## src/rtl/tmr_ocout_pkg.sv

```systemverilog
package tmr_ocout_pkg;

    localparam int COM_W = 2;
    localparam int WGM_W = 2;

    typedef enum logic [WGM_W-1:0] {
        WM_NORMAL = 2'b00,
        WM_PHASE  = 2'b01,
        WM_CTC    = 2'b10,
        WM_FAST   = 2'b11
    } wmode_e;

    typedef enum logic [1:0] {
        ACT_NONE = 2'b00,
        ACT_SET  = 2'b01,
        ACT_CLR  = 2'b10,
        ACT_TGL  = 2'b11
    } oc_act_e;

    typedef enum logic {
        OC_LOW  = 1'b0,
        OC_HIGH = 1'b1
    } oc_state_e;

    localparam logic [COM_W-1:0] COM_OFF = 2'b00;
    localparam logic [COM_W-1:0] COM_ALT = 2'b01;
    localparam logic [COM_W-1:0] COM_LO  = 2'b10;
    localparam logic [COM_W-1:0] COM_HI  = 2'b11;

    function automatic logic mode_is_pwm(input wmode_e m);
        return (m == WM_PHASE) || (m == WM_FAST);
    endfunction

endpackage

```

## src/rtl/tmr_ocout_cfg.sv

```systemverilog
module tmr_ocout_cfg
    import tmr_ocout_pkg::*;
(
    input  logic             clk,
    input  logic             rst_n,
    input  logic             cfg_we,
    input  logic [COM_W-1:0] cfg_com,
    input  logic [WGM_W-1:0] cfg_wgm,
    input  logic             cmp_match,
    output wmode_e           mode_q,
    output logic [COM_W-1:0] com_q,
    output logic [COM_W-1:0] com_bot_q
);

    wmode_e mode_d;

    // next waveform-mode state
    always_comb begin
        mode_d = mode_q;
        if (cfg_we) begin
            unique case (cfg_wgm)
                2'b00:   mode_d = WM_NORMAL;
                2'b01:   mode_d = WM_PHASE;
                2'b10:   mode_d = WM_CTC;
                default: mode_d = WM_FAST;
            endcase
        end
    end

    // waveform-mode state register
    always_ff @(posedge clk or negedge rst_n) begin
        if (!rst_n) begin
            mode_q <= WM_NORMAL;
        end else begin
            mode_q <= mode_d;
        end
    end

    // written code and the copy captured at each compare match
    always_ff @(posedge clk or negedge rst_n) begin
        if (!rst_n) begin
            com_q     <= COM_OFF;
            com_bot_q <= COM_OFF;
        end else begin
            if (cmp_match) begin
                com_bot_q <= com_q;
            end
            if (cfg_we) begin
                com_q <= cfg_com;
            end
        end
    end

endmodule

```

## src/rtl/tmr_ocout_wave.sv

```systemverilog
module tmr_ocout_wave
    import tmr_ocout_pkg::*;
(
    input  logic             clk,
    input  logic             rst_n,
    input  wmode_e           mode_q,
    input  logic [COM_W-1:0] com_q,
    input  logic [COM_W-1:0] com_bot_q,
    input  logic             cmp_match,
    input  logic             cnt_bottom,
    input  logic             cnt_down,
    input  logic             force_cmp,
    input  logic             oc_init_we,
    input  logic             oc_init_val,
    output oc_state_e        oc_q
);

    oc_act_e   match_act;
    oc_act_e   bottom_act;
    oc_act_e   act;
    oc_state_e oc_d;
    logic      fire_match;

    // action for a real or forced compare match
    always_comb begin
        match_act = ACT_NONE;
        unique case (mode_q)
            WM_NORMAL, WM_CTC: begin
                unique case (com_q)
                    COM_ALT: match_act = ACT_TGL;
                    COM_LO:  match_act = ACT_CLR;
                    COM_HI:  match_act = ACT_SET;
                    default: match_act = ACT_NONE;
                endcase
            end
            WM_FAST: begin
                unique case (com_q)
                    COM_LO:  match_act = ACT_CLR;
                    COM_HI:  match_act = ACT_SET;
                    default: match_act = ACT_NONE;
                endcase
            end
            default: begin
                unique case (com_q)
                    COM_LO:  match_act = cnt_down ? ACT_SET : ACT_CLR;
                    COM_HI:  match_act = cnt_down ? ACT_CLR : ACT_SET;
                    default: match_act = ACT_NONE;
                endcase
            end
        endcase
    end

    // action at BOTTOM, fast PWM only, using the code latched at a match
    always_comb begin
        bottom_act = ACT_NONE;
        if (mode_q == WM_FAST) begin
            unique case (com_bot_q)
                COM_LO:  bottom_act = ACT_SET;
                COM_HI:  bottom_act = ACT_CLR;
                default: bottom_act = ACT_NONE;
            endcase
        end
    end

    assign fire_match = cmp_match || (force_cmp && !mode_is_pwm(mode_q));

    always_comb begin
        if (fire_match) begin
            act = match_act;
        end else if (cnt_bottom) begin
            act = bottom_act;
        end else begin
            act = ACT_NONE;
        end
    end

    // next flip-flop state
    always_comb begin
        oc_d = oc_q;
        if (oc_init_we) begin
            oc_d = oc_init_val ? OC_HIGH : OC_LOW;
        end else begin
            unique case (oc_q)
                OC_LOW:  oc_d = (act == ACT_SET || act == ACT_TGL) ? OC_HIGH : OC_LOW;
                default: oc_d = (act == ACT_CLR || act == ACT_TGL) ? OC_LOW : OC_HIGH;
            endcase
        end
    end

    // flip-flop state register
    always_ff @(posedge clk or negedge rst_n) begin
        if (!rst_n) begin
            oc_q <= OC_LOW;
        end else begin
            oc_q <= oc_d;
        end
    end

endmodule

```

## src/rtl/tmr_ocout_pinmux.sv

```systemverilog
module tmr_ocout_pinmux
    import tmr_ocout_pkg::*;
(
    input  logic [COM_W-1:0] com_q,
    input  logic             oc_bit,
    input  logic             port_data,
    input  logic             port_dir,
    output logic             pin_out,
    output logic             pin_oe
);

    logic ovr;

    assign ovr     = |com_q;
    assign pin_out = ovr ? oc_bit : port_data;
    assign pin_oe  = port_dir;

endmodule

```

## src/rtl/tmr_ocout.sv

```systemverilog
module tmr_ocout
    import tmr_ocout_pkg::*;
(
    input  logic       clk,
    input  logic       rst_n,
    input  logic       cfg_we,
    input  logic [1:0] cfg_com,
    input  logic [1:0] cfg_wgm,
    input  logic       cmp_match,
    input  logic       cnt_bottom,
    input  logic       cnt_down,
    input  logic       force_cmp,
    input  logic       oc_init_we,
    input  logic       oc_init_val,
    input  logic       port_data,
    input  logic       port_dir,
    output logic       pin_out,
    output logic       pin_oe,
    output logic       oc_level
);

    wmode_e           mode_q;
    logic [COM_W-1:0] com_q;
    logic [COM_W-1:0] com_bot_q;
    logic [WGM_W-1:0] wgm_q;
    oc_state_e        oc_q;

    tmr_ocout_cfg u_cfg (
        .clk       (clk),
        .rst_n     (rst_n),
        .cfg_we    (cfg_we),
        .cfg_com   (cfg_com),
        .cfg_wgm   (cfg_wgm),
        .cmp_match (cmp_match),
        .mode_q    (mode_q),
        .com_q     (com_q),
        .com_bot_q (com_bot_q)
    );

    tmr_ocout_wave u_wave (
        .clk         (clk),
        .rst_n       (rst_n),
        .mode_q      (mode_q),
        .com_q       (com_q),
        .com_bot_q   (com_bot_q),
        .cmp_match   (cmp_match),
        .cnt_bottom  (cnt_bottom),
        .cnt_down    (cnt_down),
        .force_cmp   (force_cmp),
        .oc_init_we  (oc_init_we),
        .oc_init_val (oc_init_val),
        .oc_q        (oc_q)
    );

    assign oc_level = (oc_q == OC_HIGH);
    assign wgm_q    = mode_q;

    tmr_ocout_pinmux u_pin (
        .com_q     (com_q),
        .oc_bit    (oc_level),
        .port_data (port_data),
        .port_dir  (port_dir),
        .pin_out   (pin_out),
        .pin_oe    (pin_oe)
    );

endmodule

```

## config.mk

```make
export PLATFORM = sky130hd
export DESIGN_NAME = tmr_ocout
export DESIGN_NICKNAME = d
export VERILOG_FILES = /design/src/rtl/tmr_ocout_pkg.sv /design/src/rtl/tmr_ocout_cfg.sv /design/src/rtl/tmr_ocout_wave.sv /design/src/rtl/tmr_ocout_pinmux.sv /design/src/rtl/tmr_ocout.sv
export SDC_FILE = /design/constraint.sdc
export NUM_CORES = 1
export LEC_CHECK = 0
export BUFFER_PORTS_ARGS = -buffer_cell sky130_fd_sc_hd__buf_2
export CAP_MARGIN = 20
export CORE_AREA = 4 4 41 43
export CTS_CLUSTER_DIAMETER = 80
export DETAILED_ROUTE_END_ITERATION = 6
export DIE_AREA = 0 0 45 47
export GPL_ROUTABILITY_DRIVEN = 0
export GPL_TIMING_DRIVEN = 0
export PLACE_DENSITY = 0.54
export REMOVE_ABC_BUFFERS = 1
export SLEW_MARGIN = 20
export SYNTH_ARGS = -nofsm -noshare
export SYNTH_HDL_FRONTEND = slang
export SYNTH_SLANG_ARGS = --single-unit
```

## constraint.sdc

```tcl
create_clock -name clk -period 4.02 [get_ports clk]
set_input_delay 0.402 -clock clk [delete_from_list [all_inputs] [get_ports clk]]
set_output_delay 0.402 -clock clk [all_outputs]
set_load 0.03 [all_outputs]
```

==> metrics.md <==
| Metric | Value |
|---|---|
| Max-slew headroom | `0.840` |
| Number of global-route vias before repair | `347` |
| All-layer global routing usage | `0.0853` |
| Post-synth top area share | `0.414` |
| Clock transition at the registers of the reported paths | `approximately 50 ps` |
| Initial DRC Count | `1` |
| Diodes inserted | `0` |
| Final setup vio count | `0` |
| RSZ-0062 raised after global routing | `false` |
| Slowest cell delay on critical path | `410 ps` |
| FF+latch count, synth | `7` |
| Initial Utilization | `0.325` |
| DPL Wire Length | `roughly 670 um` |
| Detail Route Antenna Nets | `0` |
| Final Hold Viols | `0` |
| Post-CTS setup buffers | `0` |
| Core Area | `1300 um2` |
| Num CTS Buffers | `3` |
| Overflow after GRT | `0` |
| Worst vdd ir | `0.201 mV` |
| Number of distinct library cells after synthesis | `18` |
| Die X | `between 40 and 50 um` |
| CP required | `3620 ps` |
| Fin. max-slew vios | `0` |
| Total Die Area | `2120 um2` |
| Crit-path max FO | `4` |
| Die height | `47 um` |
| CP Class | `flop to output port` |
| Clock sink count | `7` |
| Clk root buf | `clkbuf_4` |
| Worst hold endpoint | `u_cfg.com_q[0]` |
| Min cycle time layout | `between 1500 and 2000 ps` |
| Fillers | `~150` |
| TritonRoute pass-1 iters | `2` |
| Reg2Reg Depth | `5` |
| Syn. warnings | `0` |
| Max Freq | `roughly 540 MHz` |
| PostCTS Resize Cnt | `0` |
| Tcrit/Tclk final | `0.460` |
| Instance count of the mapped netlist | `39` |
| Mean area per synthesized cell | `10.8 um2` |
| Share of layout cells above drive strength 1 | `0.414` |
| Clock latency on the worst-skew pair | `between 200 and 250 ps` |
| Synth top area cells | `dfrtp_1, mux2_2, ha_1` |
| Largest net degree at the start of global routing | `8` |
| Via density | `4.75` |
| Commonest cells after routing, fill and taps aside | `buf_2, dfrtp_1, mux2_2` |
| Clock Path Buffers | `2` |
| CP startpoint | `u_cfg.com_q[0]` |
| Critical path data arrival time | `roughly 1500 ps` |
| CP Capture Type | `output port` |
| Worst Hold Slack | `about 370 ps` |
| Worst R2R End | `u_wave.oc_q` |
| Status | `finished clean` |
| Yosys top cell by area | `dfrtp_1` |
| Row cnt | `13` |
| # nets final | `78` |
| I/O pin total | `18` |
| Top delay family on crit path | `flip-flops` |
| Residual DRC count | `0` |
| Sequential fraction of the synthesis area | `0.414` |
| First-pass GRT wire length | `1290 um` |
| DRT Wirelength | `751 um` |
| Reg2reg start | `u_cfg.com_q[0]` |
| Via count | `approximately 350` |
| Commonest non-fill, non-tap cell in the layout | `buf_2` |
| I/O Buffers | `15` |
| Critical path depth | `4` |
| Leak | `between 0.2 and 0.3 nW` |
| CTS tree | `yes` |
| Worst setup SP type | `flop` |
| Clock skew | `0.470 ps` |
| Worst Hold Class | `input pin to flop` |
| Worst-margin pin slew | `between 200 and 250 ps` |
| R2R setup slack | `2350 ps` |
| P per Cell Area | `~350 nW/um2` |
| Post-Syn Area | `423 um2` |
| Hold Path Stages | `3` |
| Avg WL per Cell | `approximately 10 um` |
| Max-cap viol count | `0` |
| HP Start | `cfg_com[0]` |
| Worst Path Buf+Inv | `2` |
| Area grow syn2layout | `29.0%` |
| Crit path max-delay cell type | `dfrtp_1` |
| Setup TNS | `0 ps` |
| CP cell instances | `inv_1 > ha_1 > mux2_2 > buf_2` |
| # H-tree levels | `1` |
| Initial antenna violation count | `0` |
==> sequential cells by signal, summed over array words and instances (netlist names) <==
name,cells
u_wave.oc_q,1
u_cfg.mode_q,2
u_cfg.com_q,2
u_cfg.com_bot_q,2
==> worst max-delay path by stage <==
stage / end
floorplan: u_wave.oc_q
global placement: u_wave.oc_q
detailed placement: u_wave.oc_q
CTS: pin_out
global route: pin_out
finish: pin_out
==> tightest hold or removal path: stages <==
cell and delay [ps]:
buf_2 70, nand2_1 40, o21ai_0 60
==> logic make-up after synthesis <==
kind of cell / after synthesis / share of synthesized area
AO/OA/AOI/OAI: 7 / 0.115
buffers and inverters: 4 / 0.0444
adder cells (fa/ha/maj): 4 / 0.118
AND/OR/NAND/NOR: 10 / 0.115
multiplexers: 7 / 0.192
flip-flops: 7 / 0.414
==> area by class of cell <==
class                      count  area (um2)  area share
sequential                     7         175       0.321
timing repair buffer          16        85.1       0.156
inverter                       3        11.3      0.0206
multi-input combinational     28         229       0.420
clock buffer                   4        26.3      0.0482
tap                           15        18.8      0.0344
==> through the flow <==
| step | std cells | worst slack [ps] | utilization | cell area (um2) | power [mW] |
|---|---|---|---|---|---|
| 2_1_floorplan | 38 | 2440 | - | 415 | 0.117 |
| 3_3_place_gp | 68 | 2290 | 0.391 | 509 | 0.134 |
| 3_5_place_dp | 68 | 2280 | 0.391 | 509 | 0.135 |
| 4_1_cts | 73 | 2140 | 0.419 | 546 | 0.197 |
| 5_1_grt | 73 | 2090 | 0.419 | 546 | 0.208 |
| 6_report | 73 | 2170 | 0.419 | 546 | 0.192 |
==> routing by layer <==
metal	GRT usage	vias to the layer above	routed length (um)	part of all wire
li1	-	180	-	-
met2	0.155	11	347	0.46
met3	0.0115	0	69	0.092
met4	0.0526	0	0	0
met5	0	-	0	0
met1	0.0932	156	334	0.44
==> synth_stat cells, drive strengths merged <==
cell type	instances
a211o	1
a221o	1
a311oi	1
buf	1
dfrtp	7
ha	4
inv	3
mux2	6
mux2i	1
nand2	4
nand4	1
nor2	1
nor2b	2
nor3	1
nor4	1
o21ai	3
o22ai	1
==> report_power, final <==
part	leakage, nW	total [mW]	switching (mW)	internal (mW)
logic	0.177	0.0467	0.0230	0.0236
registers	0.0844	0.0862	0.00772	0.0785
clock network	0.0150	0.0591	0.0215	0.0376
total	0.277	0.192	0.0523	0.140
==> repair_timing <==
| item | CTS | global route |
|---|---|---|
| setup endpoints to repair | 0 | 0 |
| hold endpoints to repair | 7 | 0 |
| hold buffers | 1 | 0 |
Note: power is estimated with default switching activity, not from simulation.
